<file path="src/rtl/gbus_pkg.sv">
package gbus_pkg;

  typedef enum logic [1:0] {
    GB_IDLE = 2'd0,
    GB_REQ  = 2'd1,
    GB_WAIT = 2'd2
  } gb_state_e;

  function automatic logic [1:0] state_bits(input gb_state_e s);
    return s;
  endfunction

endpackage

</file>
<file path="src/rtl/gbus_addr_sel.sv">
module gbus_addr_sel #(
  parameter int AW = 32
) (
  input  logic          use_r14,
  input  logic [AW-1:0] direct_addr,
  input  logic [AW-1:0] r14_val,
  output logic [AW-1:0] sel_addr
);

  always_comb begin
    sel_addr = direct_addr;
    if (use_r14) sel_addr = r14_val;
  end

endmodule

</file>
<file path="src/rtl/gbus_req_ctrl.sv">
module gbus_req_ctrl
  import gbus_pkg::*;
#(
  parameter int AW    = 32,
  parameter int DW    = 32,
  parameter int DST_W = 1
) (
  input  logic             clk,
  input  logic             rst,
  input  logic             core_valid,
  input  logic             core_write,
  input  logic [AW-1:0]    core_addr,
  input  logic [DW-1:0]    core_wdata,
  input  logic [DST_W-1:0] core_dst,
  output logic             busy,
  output logic             overrun,
  output logic             req_valid,
  input  logic             req_ready,
  output logic             req_write,
  output logic [AW-1:0]    req_addr,
  output logic [DW-1:0]    req_wdata,
  input  logic             rsp_valid,
  input  logic [DW-1:0]    rsp_rdata,
  output logic             fill_en,
  output logic [DST_W-1:0] fill_idx,
  output logic [DW-1:0]    fill_data
);

  gb_state_e        st_q;
  logic             busy_q;
  logic             ovr_q;
  logic             rv_q;
  logic             wr_q;
  logic [AW-1:0]    addr_q;
  logic [DW-1:0]    wdata_q;
  logic [DST_W-1:0] dst_q;
  logic             fill_q;
  logic [DST_W-1:0] fidx_q;
  logic [DW-1:0]    fdata_q;

  logic accept;
  logic handshake;
  logic complete;

  assign accept    = core_valid && !busy_q;
  assign handshake = (st_q == GB_REQ) && req_ready;
  assign complete  = (st_q == GB_WAIT) && rsp_valid;

  always_ff @(posedge clk) begin
    if (rst) begin
      st_q    <= GB_IDLE;
      busy_q  <= 1'b0;
      rv_q    <= 1'b0;
      wr_q    <= 1'b0;
      addr_q  <= '0;
      wdata_q <= '0;
      dst_q   <= '0;
    end else begin
      unique case (st_q)
        GB_IDLE: begin
          if (accept) begin
            st_q    <= GB_REQ;
            busy_q  <= 1'b1;
            rv_q    <= 1'b1;
            wr_q    <= core_write;
            addr_q  <= core_addr;
            wdata_q <= core_wdata;
            dst_q   <= core_dst;
          end
        end
        GB_REQ: begin
          if (handshake) begin
            st_q <= GB_WAIT;
            rv_q <= 1'b0;
          end
        end
        GB_WAIT: begin
          if (complete) begin
            st_q   <= GB_IDLE;
            busy_q <= 1'b0;
          end
        end
        default: begin
          st_q   <= GB_IDLE;
          busy_q <= 1'b0;
          rv_q   <= 1'b0;
        end
      endcase
    end
  end

  // Sticky record of requests dropped while a transaction is open
  always_ff @(posedge clk) begin
    if (rst)                      ovr_q <= 1'b0;
    else if (core_valid && busy_q) ovr_q <= 1'b1;
  end

  // Registered fill strobe toward the holding bank; write completions never fill
  always_ff @(posedge clk) begin
    if (rst) begin
      fill_q  <= 1'b0;
      fidx_q  <= '0;
      fdata_q <= '0;
    end else begin
      fill_q <= complete && !wr_q;
      if (complete && !wr_q) begin
        fidx_q  <= dst_q;
        fdata_q <= rsp_rdata;
      end
    end
  end

  assign busy      = busy_q;
  assign overrun   = ovr_q;
  assign req_valid = rv_q;
  assign req_write = wr_q;
  assign req_addr  = addr_q;
  assign req_wdata = wdata_q;
  assign fill_en   = fill_q;
  assign fill_idx  = fidx_q;
  assign fill_data = fdata_q;

  p_accept_r2: assert property (@(posedge clk) disable iff (rst)
    (core_valid && !busy) |=> (busy && req_valid));

  p_hold_r3: assert property (@(posedge clk) disable iff (rst)
    (req_valid && !req_ready) |=> (req_valid && $stable(req_addr) && $stable(req_write) && $stable(req_wdata)));

  p_drop_r3: assert property (@(posedge clk) disable iff (rst)
    (req_valid && req_ready) |=> !req_valid);

  p_busy_hold_r4: assert property (@(posedge clk) disable iff (rst)
    (busy && !rsp_valid) |=> busy);

  p_busy_clear_r4: assert property (@(posedge clk) disable iff (rst)
    (busy && !req_valid && rsp_valid) |=> !busy);

  p_overrun_set_r8: assert property (@(posedge clk) disable iff (rst)
    (core_valid && busy) |=> overrun);

  p_overrun_sticky_r8: assert property (@(posedge clk) disable iff (rst)
    overrun |=> overrun);

  p_no_reissue_r8: assert property (@(posedge clk) disable iff (rst)
    (busy && !req_valid && !rsp_valid) |=> !req_valid);

endmodule

</file>
<file path="src/rtl/gbus_hold_bank.sv">
module gbus_hold_bank #(
  parameter int DW       = 32,
  parameter int NUM_HOLD = 2,
  parameter int DST_W    = 1,
  parameter int LIO_AW   = 10,
  parameter int LIO_BASE = 'h300
) (
  input  logic              clk,
  input  logic              rst,
  input  logic              fill_en,
  input  logic [DST_W-1:0]  fill_idx,
  input  logic [DW-1:0]     fill_data,
  input  logic              rd_en,
  input  logic [LIO_AW-1:0] rd_addr,
  output logic [DW-1:0]     rd_data
);

  localparam logic [LIO_AW-1:0] BASE_V = LIO_AW'(LIO_BASE);
  localparam logic [LIO_AW-1:0] SPAN_V = LIO_AW'(NUM_HOLD);

  logic [DW-1:0]     hold_q [NUM_HOLD];
  logic [LIO_AW-1:0] offs;
  logic              in_rng;
  logic [DST_W-1:0]  rd_idx;
  logic [DW-1:0]     rd_q;

  assign offs   = rd_addr - BASE_V;
  assign in_rng = (rd_addr >= BASE_V) && (offs < SPAN_V);
  assign rd_idx = offs[DST_W-1:0];

  for (genvar g = 0; g < NUM_HOLD; g++) begin : g_hold
    always_ff @(posedge clk) begin
      if (rst) hold_q[g] <= '0;
      else if (fill_en && (fill_idx == DST_W'(g))) hold_q[g] <= fill_data;
    end

    p_keep_r7: assert property (@(posedge clk) disable iff (rst)
      !(fill_en && (fill_idx == DST_W'(g))) |=> $stable(hold_q[g]));
  end

  always_ff @(posedge clk) begin
    if (rst) rd_q <= '0;
    else if (rd_en) rd_q <= in_rng ? hold_q[rd_idx] : '0;
  end

  assign rd_data = rd_q;

  p_outside_r10: assert property (@(posedge clk) disable iff (rst)
    (rd_en && (rd_addr < BASE_V)) |=> (rd_data == '0));

endmodule

</file>
<file path="src/rtl/gbus_split_if.sv">
module gbus_split_if #(
  parameter int AW       = 32,
  parameter int DW       = 32,
  parameter int NUM_HOLD = 2,
  parameter int DST_W    = (NUM_HOLD > 1) ? $clog2(NUM_HOLD) : 1,
  parameter int LIO_AW   = 10,
  parameter int LIO_BASE = 'h300
) (
  input  logic              clk,
  input  logic              rst,
  input  logic              core_req_valid,
  input  logic              core_req_write,
  input  logic              core_req_indirect,
  input  logic [AW-1:0]     core_req_addr,
  input  logic [AW-1:0]     core_r14,
  input  logic [DW-1:0]     core_req_wdata,
  input  logic [DST_W-1:0]  core_req_dst,
  output logic              bus_busy,
  output logic              bus_overrun,
  input  logic              lio_rd_en,
  input  logic [LIO_AW-1:0] lio_addr,
  output logic [DW-1:0]     lio_rdata,
  output logic              gb_req_valid,
  input  logic              gb_req_ready,
  output logic              gb_req_write,
  output logic [AW-1:0]     gb_req_addr,
  output logic [DW-1:0]     gb_req_wdata,
  input  logic              gb_rsp_valid,
  input  logic [DW-1:0]     gb_rsp_rdata
);

  logic [AW-1:0]    eff_addr;
  logic             fill_en;
  logic [DST_W-1:0] fill_idx;
  logic [DW-1:0]    fill_data;

  gbus_addr_sel #(.AW(AW)) u_addr (
    .use_r14     (core_req_indirect),
    .direct_addr (core_req_addr),
    .r14_val     (core_r14),
    .sel_addr    (eff_addr)
  );

  gbus_req_ctrl #(.AW(AW), .DW(DW), .DST_W(DST_W)) u_ctrl (
    .clk        (clk),
    .rst        (rst),
    .core_valid (core_req_valid),
    .core_write (core_req_write),
    .core_addr  (eff_addr),
    .core_wdata (core_req_wdata),
    .core_dst   (core_req_dst),
    .busy       (bus_busy),
    .overrun    (bus_overrun),
    .req_valid  (gb_req_valid),
    .req_ready  (gb_req_ready),
    .req_write  (gb_req_write),
    .req_addr   (gb_req_addr),
    .req_wdata  (gb_req_wdata),
    .rsp_valid  (gb_rsp_valid),
    .rsp_rdata  (gb_rsp_rdata),
    .fill_en    (fill_en),
    .fill_idx   (fill_idx),
    .fill_data  (fill_data)
  );

  gbus_hold_bank #(
    .DW(DW), .NUM_HOLD(NUM_HOLD), .DST_W(DST_W),
    .LIO_AW(LIO_AW), .LIO_BASE(LIO_BASE)
  ) u_bank (
    .clk       (clk),
    .rst       (rst),
    .fill_en   (fill_en),
    .fill_idx  (fill_idx),
    .fill_data (fill_data),
    .rd_en     (lio_rd_en),
    .rd_addr   (lio_addr),
    .rd_data   (lio_rdata)
  );

  p_reset_idle_r1: assert property (@(posedge clk)
    rst |=> (!bus_busy && !bus_overrun && !gb_req_valid));

endmodule

</file>
<file path="config.mk">
export PLATFORM = sky130hd
export DESIGN_NAME = gbus_split_if
export DESIGN_NICKNAME = d
export VERILOG_FILES = /design/src/rtl/gbus_pkg.sv /design/src/rtl/gbus_addr_sel.sv /design/src/rtl/gbus_req_ctrl.sv /design/src/rtl/gbus_hold_bank.sv /design/src/rtl/gbus_split_if.sv
export SDC_FILE = /design/constraint.sdc
export NUM_CORES = 1
export LEC_CHECK = 0
export ABC_AREA = 0
export BUFFER_PORTS_ARGS = -buffer_cell sky130_fd_sc_hd__buf_2
export CELL_PAD_IN_SITES_DETAIL_PLACEMENT = 0
export CELL_PAD_IN_SITES_GLOBAL_PLACEMENT = 1
export CORE_ASPECT_RATIO = 1.2
export CORE_MARGIN = 3
export CORE_UTILIZATION = 43
export CTS_BUF_LIST = sky130_fd_sc_hd__clkbuf_8
export DETAILED_ROUTE_END_ITERATION = 8
export PLACE_DENSITY = 0.91
export REMOVE_ABC_BUFFERS = 1
export SYNTH_ARGS = -nofsm -noshare
export SYNTH_HDL_FRONTEND = slang
export SYNTH_HIERARCHICAL = 1
export SYNTH_SLANG_ARGS = --single-unit
</file>
<file path="constraint.sdc">
create_clock -name clk -period 3.7 [get_ports clk]
set_input_delay 0.37 -clock clk [delete_from_list [all_inputs] [get_ports clk]]
set_output_delay 0.37 -clock clk [all_outputs]
set_load 0.01 [all_outputs]
</file>
# [Word-level counts from Yosys, hierarchy flattened]
# Memories as Yosys holds them, arrays and structs flattened.
# Index checks and enable logic that the tools add are counted.
[op_classes] bitwise=5 n_reduce_logical=15 addsub=1 magnitude_cmp=2 eq_ne=5 mux=21
[ops] op="2-to-1 mux 32 bit" count=4
[ops] op="2-to-1 mux 1 bit" count=11
[ops] op=">= comparator 10 bit, second input constant" count=1
[ops] op="less-than comparator 10 x 2 -> 1 bit, second input constant" count=1
[ops] op="subtractor 10 bit, second input constant" count=1
[ops] op="AND reduction 3 bit" count=3
[ops] op="logical AND 1 bit" count=8
[ops] op="2-to-1 mux 2 bit" count=3
[ops] op="inequality test 2 x 1 -> 1 bit, second input constant" count=3
[ops] op="case mux 1 bit (3 select lines)" count=2
[ops] op="case mux 2 bit (3 select lines)" count=1
[ops] op="NOT 1 bit" count=3
[ops] op="equality test 2 x 1 -> 1 bit, second input constant" count=1
[ops] op="equality test 2 bit, second input constant" count=1
[ops] op="zero test 1 bit" count=2
[ops] op="zero test 2 bit" count=1
[ops] op="bitwise OR 1 bit" count=2
[ops] op="AND reduction 2 bit" count=1
[word_totals] regBits=137 ramBits=64 memories=1 word_cells=62 inputBits=147
[memory_table] name="u_bank.hold_q" depth=2 word_bits=32 read_ports=1 rd_clocked_by_memory_dff=0 wr=2 line_no="gbus_hold_bank.sv:21" rtl="logic [DW-1:0] hold_q [NUM_HOLD];"

# [Depth between registers and ports, before layout]
[depth] ltp_word=6 ltp_mapped=6

# [Hierarchy]
# Netlist, hierarchy kept.
[modules_own_cells] mod="gbus_hold_bank" n_inst=1 area_each_um2=3917.5 cells_each=282
[modules_own_cells] mod="gbus_req_ctrl" n_inst=1 area_each_um2=3681.0 cells_each=459
[modules_own_cells] mod="gbus_addr_sel" n_inst=1 area_each_um2=544.3 cells_each=36

# [Worst setup path before layout]
# No wires, ideal clock.
[synth_timing] path_kind="reg-to-reg" from="register u_ctrl.st_q[0]" to="register u_ctrl.addr_q[10], in the netlist u_ctrl/req_addr[10]" required_ns=3.568 path_buffers=3 arrival_time_ns=1.346 path_stages_with_launch=7 path_slack_ns=2.222 cell_sequence="dfxtp_1 > buf_2 > or4b_4 > buf_6 > buf_6 > nand2_1 > a21oi_1"
[synth_between] elab_chain_cells=2
[synth_rtl] item="start, declared" line_no="gbus_req_ctrl.sv:29" rtl="gb_state_e st_q;"
[synth_rtl] item="start signal, assigned" line_no="gbus_req_ctrl.sv:51" rtl="st_q <= GB_IDLE;"
[synth_rtl] item="start signal, assigned" line_no="gbus_req_ctrl.sv:62" rtl="st_q <= GB_REQ;"
[synth_rtl] item="start signal, assigned" line_no="gbus_req_ctrl.sv:73" rtl="st_q <= GB_WAIT;"
[synth_rtl] item="zero test 2 bit" line_no="gbus_req_ctrl.sv:59" rtl="unique case (st_q)"
[synth_rtl] item="AND reduction 2 bit (no source line)"
[synth_rtl] item="end signal, assigned" line_no="gbus_req_ctrl.sv:66" rtl="addr_q <= core_addr;"
[synth_rtl] item="end, declared" line_no="gbus_req_ctrl.sv:34" rtl="logic [AW-1:0] addr_q;"
# Every way passes these cells.
# A chain may end at the register's enable or synchronous reset.

# [Worst setup path after layout]
[layout_timing] from="register u_ctrl.st_q[0]" to="register u_ctrl.fdata_q[26], in the netlist u_ctrl/fill_data[26]"
[layout_between] elab_chain_cells=3
[layout_rtl] item="equality test 2 bit" line_no="gbus_req_ctrl.sv:47" rtl="assign complete = (st_q == GB_WAIT) && rsp_valid;"
[layout_rtl] item="logical AND 1 bit" line_no="gbus_req_ctrl.sv:47"
[layout_rtl] item="logical AND 1 bit" line_no="gbus_req_ctrl.sv:106" rtl="if (complete && !wr_q) begin"
[layout_rtl] item="end signal, assigned" line_no="gbus_req_ctrl.sv:108" rtl="fdata_q <= rsp_rdata;"
[layout_rtl] item="end, declared" line_no="gbus_req_ctrl.sv:39" rtl="logic [DW-1:0] fdata_q;"
# Every way passes these cells.

==> metrics.txt <==
status finished, final reports clean; HP Class input pin to register; finished layout cell area around 0.010 mm^2; Fin Setup TNS 0 ps; Pre-Repair DR Iteration Count 4; grt met2 use 0.314; Final Util 0.543; CP required slightly above 4000 ps; M3 GR Usage 0.0543; TritonCTS Buffers 31; Avg Inst Size Synth around 10 um^2; startpoint types register; total number of vias between 6,000 and 7,000; post-synth cell types 31; worst r2r dst u_ctrl/fill_data[26]; P&R area growth vs syn 22.5%; Worst Max-Slew Pin Slew about 1200 ps; WHS Path Cells 3; # DRC 0; commonest non-fill, non-tap cell in the layout buf_2; global-route usage over all layers 0.171; number of global-route vias before repair between 5,000 and 6,000; Leak 4.39 nW; GP Congestion roughly 0.72; unrepaired setup endpoints after global routing no; sequential-to-total area share from yosys stat 0.573; Final Hold Viols 0; post-route ant nets 0; Max clock buf depth 3; Clock Pin Slew Worst Setup and Hold Paths 60 ps; Initial Utilization 0.443; met1 GRT Util 0.196; site row count between 50 and 60; Max FO, Critical Path 34; reg-to-reg startpoint u_ctrl/st_q[0]; post-CTS setup buffers 0; worst relative slew slack 0.230; share of post-route cells with drive strength above 1 0.359; critical path arrival approximately 2300 ps; # hold bufs at CTS 0; Mapped Area 0.00814 mm^2; largest net degree at the start of global routing slightly below 70; Crit. End Element register; Reg2Reg Depth 3; maximum vdd drop 0.000260 V; YS warnings 6; Post-Route WL 18,300 um; Max Slew Vio Count 0; Tot Pwr 4.58 mW; cts repair resizes 0; initial antenna violation count 3; Sink Count between 200 and 250; die area ~0.021 mm^2; Achievable Freq between 0.5 and 0.6 GHz; power per cell area about 460 mW/mm^2; first-pass GRT wire length just under 30,000 um; GR peak layer met2; R2R Setup Slk around 1800 ps; nets between 1,000 and 1,500; IO Pins 247; Max Cap Violations 0; #FFs+latches synth 201; grt total ovfl 0; period utilisation layout 0.526; drt via density between 4 and 5; Cell Area, Placed 0.00938 mm^2; filler instances around 1,700; clock insertion delay at the later pin of the skew report between 500 and 600 ps; TritonCTS clock tree built; diode count 0; Final setup viols 0; critical path class register to register; Port-buffer cells ~250; Die H between 150 and 200 um; Hold Startpoint core_req_wdata[5]; Final Critical Period approximately 2000 ps; Root Buffer clkbuf_8; H-Tree Depth 1; DR WL/cell approximately 14 um; commonest cells after routing, fill and taps aside buf_2 (245), nand2_1 (231), dfxtp_1 (137); Final Skew 8.06 ps; hpwl dp between 10,000 and 15,000 um; chip width 132 um; initial DRC count roughly 300; core area between 0.015 and 0.02 mm^2; post-synthesis cell count 777; Min-Delay Endpoint u_ctrl/req_wdata[5]
worst max-delay path by stage:
stage / endpoint / cells past startpoint / startpoint / slack (ps)
after global placement: u_bank/rd_data[16] / 4 / rst / 1570
final: u_ctrl/fill_data[26] / 3 / u_ctrl/st_q[0] / 1750
after detailed placement: u_bank/rd_data[16] / 4 / rst / 1580
after floorplan: u_ctrl/fill_data[0] / 3 / u_ctrl/st_q[1] / 540
after global routing: u_ctrl/fill_data[8] / 3 / u_ctrl/st_q[1] / 1540
after CTS: u_ctrl/fill_data[8] / 3 / u_ctrl/st_q[0] / 1690
layer usage:
layer,part of all wire,wire length [um],up-vias
met5,0.00038,7,-
met4,0.011,206,2
met3,0.086,1580,18
met2,0.51,9370,207
met1,0.39,7140,2717
li1,-,-,3064
kinds of logic after synthesis:
logic type | count (synthesis) | synth area share
mux | 64 | 0.0976
buf+inv | 57 | 0.0467
compound gates | 140 | 0.102
simple gates | 315 | 0.181
flops | 201 | 0.573
cell type report:
| type | instances | area [um^2] | share of cell area |
|---|---|---|---|
| sequential | 201 | 4660 | 0.468 |
| multi-input combinational | 519 | 3130 | 0.314 |
| timing repair buffer | 250 | 1260 | 0.127 |
| clock buffer | 37 | 509 | 0.0510 |
| tap | 252 | 315 | 0.0316 |
| clock inverter | 20 | 83.8 | 0.00840 |
| inverter | 2 | 7.51 | 0.000752 |
critical path, cell delays in order (launching register included):
cell and delay (ps):
dfxtp_1 430, nand4bb_2 950, nand2_1 310, a21oi_1 100
report_power, final:
part / internal, mW / switching, mW
combinational: 0.200 / 0.255
clock: 0.906 / 0.820
sequential: 2.36 / 0.0423
metrics by stage:
step / cells / hold WS (ps) / setup slack, ps
3_3_place_gp: 1224 / 432 / 1570
3_5_place_dp: 1224 / 437 / 1580
4_1_cts: 1281 / 27.4 / 1690
5_1_grt: 1281 / 42.5 / 1540
6_report: 1281 / 76.4 / 1750
2_1_floorplan: 722 / 426 / 539
cell usage after synthesis:
library cell  number  area (um^2)
nand2_1          231          867
dfxtp_1          137         2740
a21oi_1          104          521
and2_1            64          400
edfxtp_1          64         1920
mux2i_1           31          310
mux2_4            30          450
o21ai_2           30          263
clkbuf_1          24         90.1
buf_2             13         65.1
buf_6             12          135
nor2_1             6         22.5
buf_12             3         60.1
buf_4              3         22.5
mux2_2             3         33.8
nor4b_4            3         71.3
a21o_2             2         17.5
inv_1              2         7.51
nor3b_2            2         25.0
o21ai_0            2         10.0
a32o_1             1         10.0
and3_1             1         6.26
nand3b_1           1         7.51
nand4_4            1         21.3
nand4bb_1          1         11.3
nor2b_1            1         6.26
nor3_1             1         5.00
nor3b_1            1         7.51
nor4bb_1           1         10.0
o21bai_1           1         7.51
or4b_4             1         13.8
sequential cells by signal (all words and copies together) (netlist names):
name              count
u_bank/hold_q        64
u_bank/rd_data       32
u_ctrl/busy           1
u_ctrl/dst_q          1
u_ctrl/fill_data     32
u_ctrl/fill_en        1
u_ctrl/fill_idx       1
u_ctrl/overrun        1
u_ctrl/req_addr      32
u_ctrl/req_valid      1
u_ctrl/req_wdata     32
u_ctrl/req_write      1
u_ctrl/st_q           2
Power figures use the tool's default switching activity.
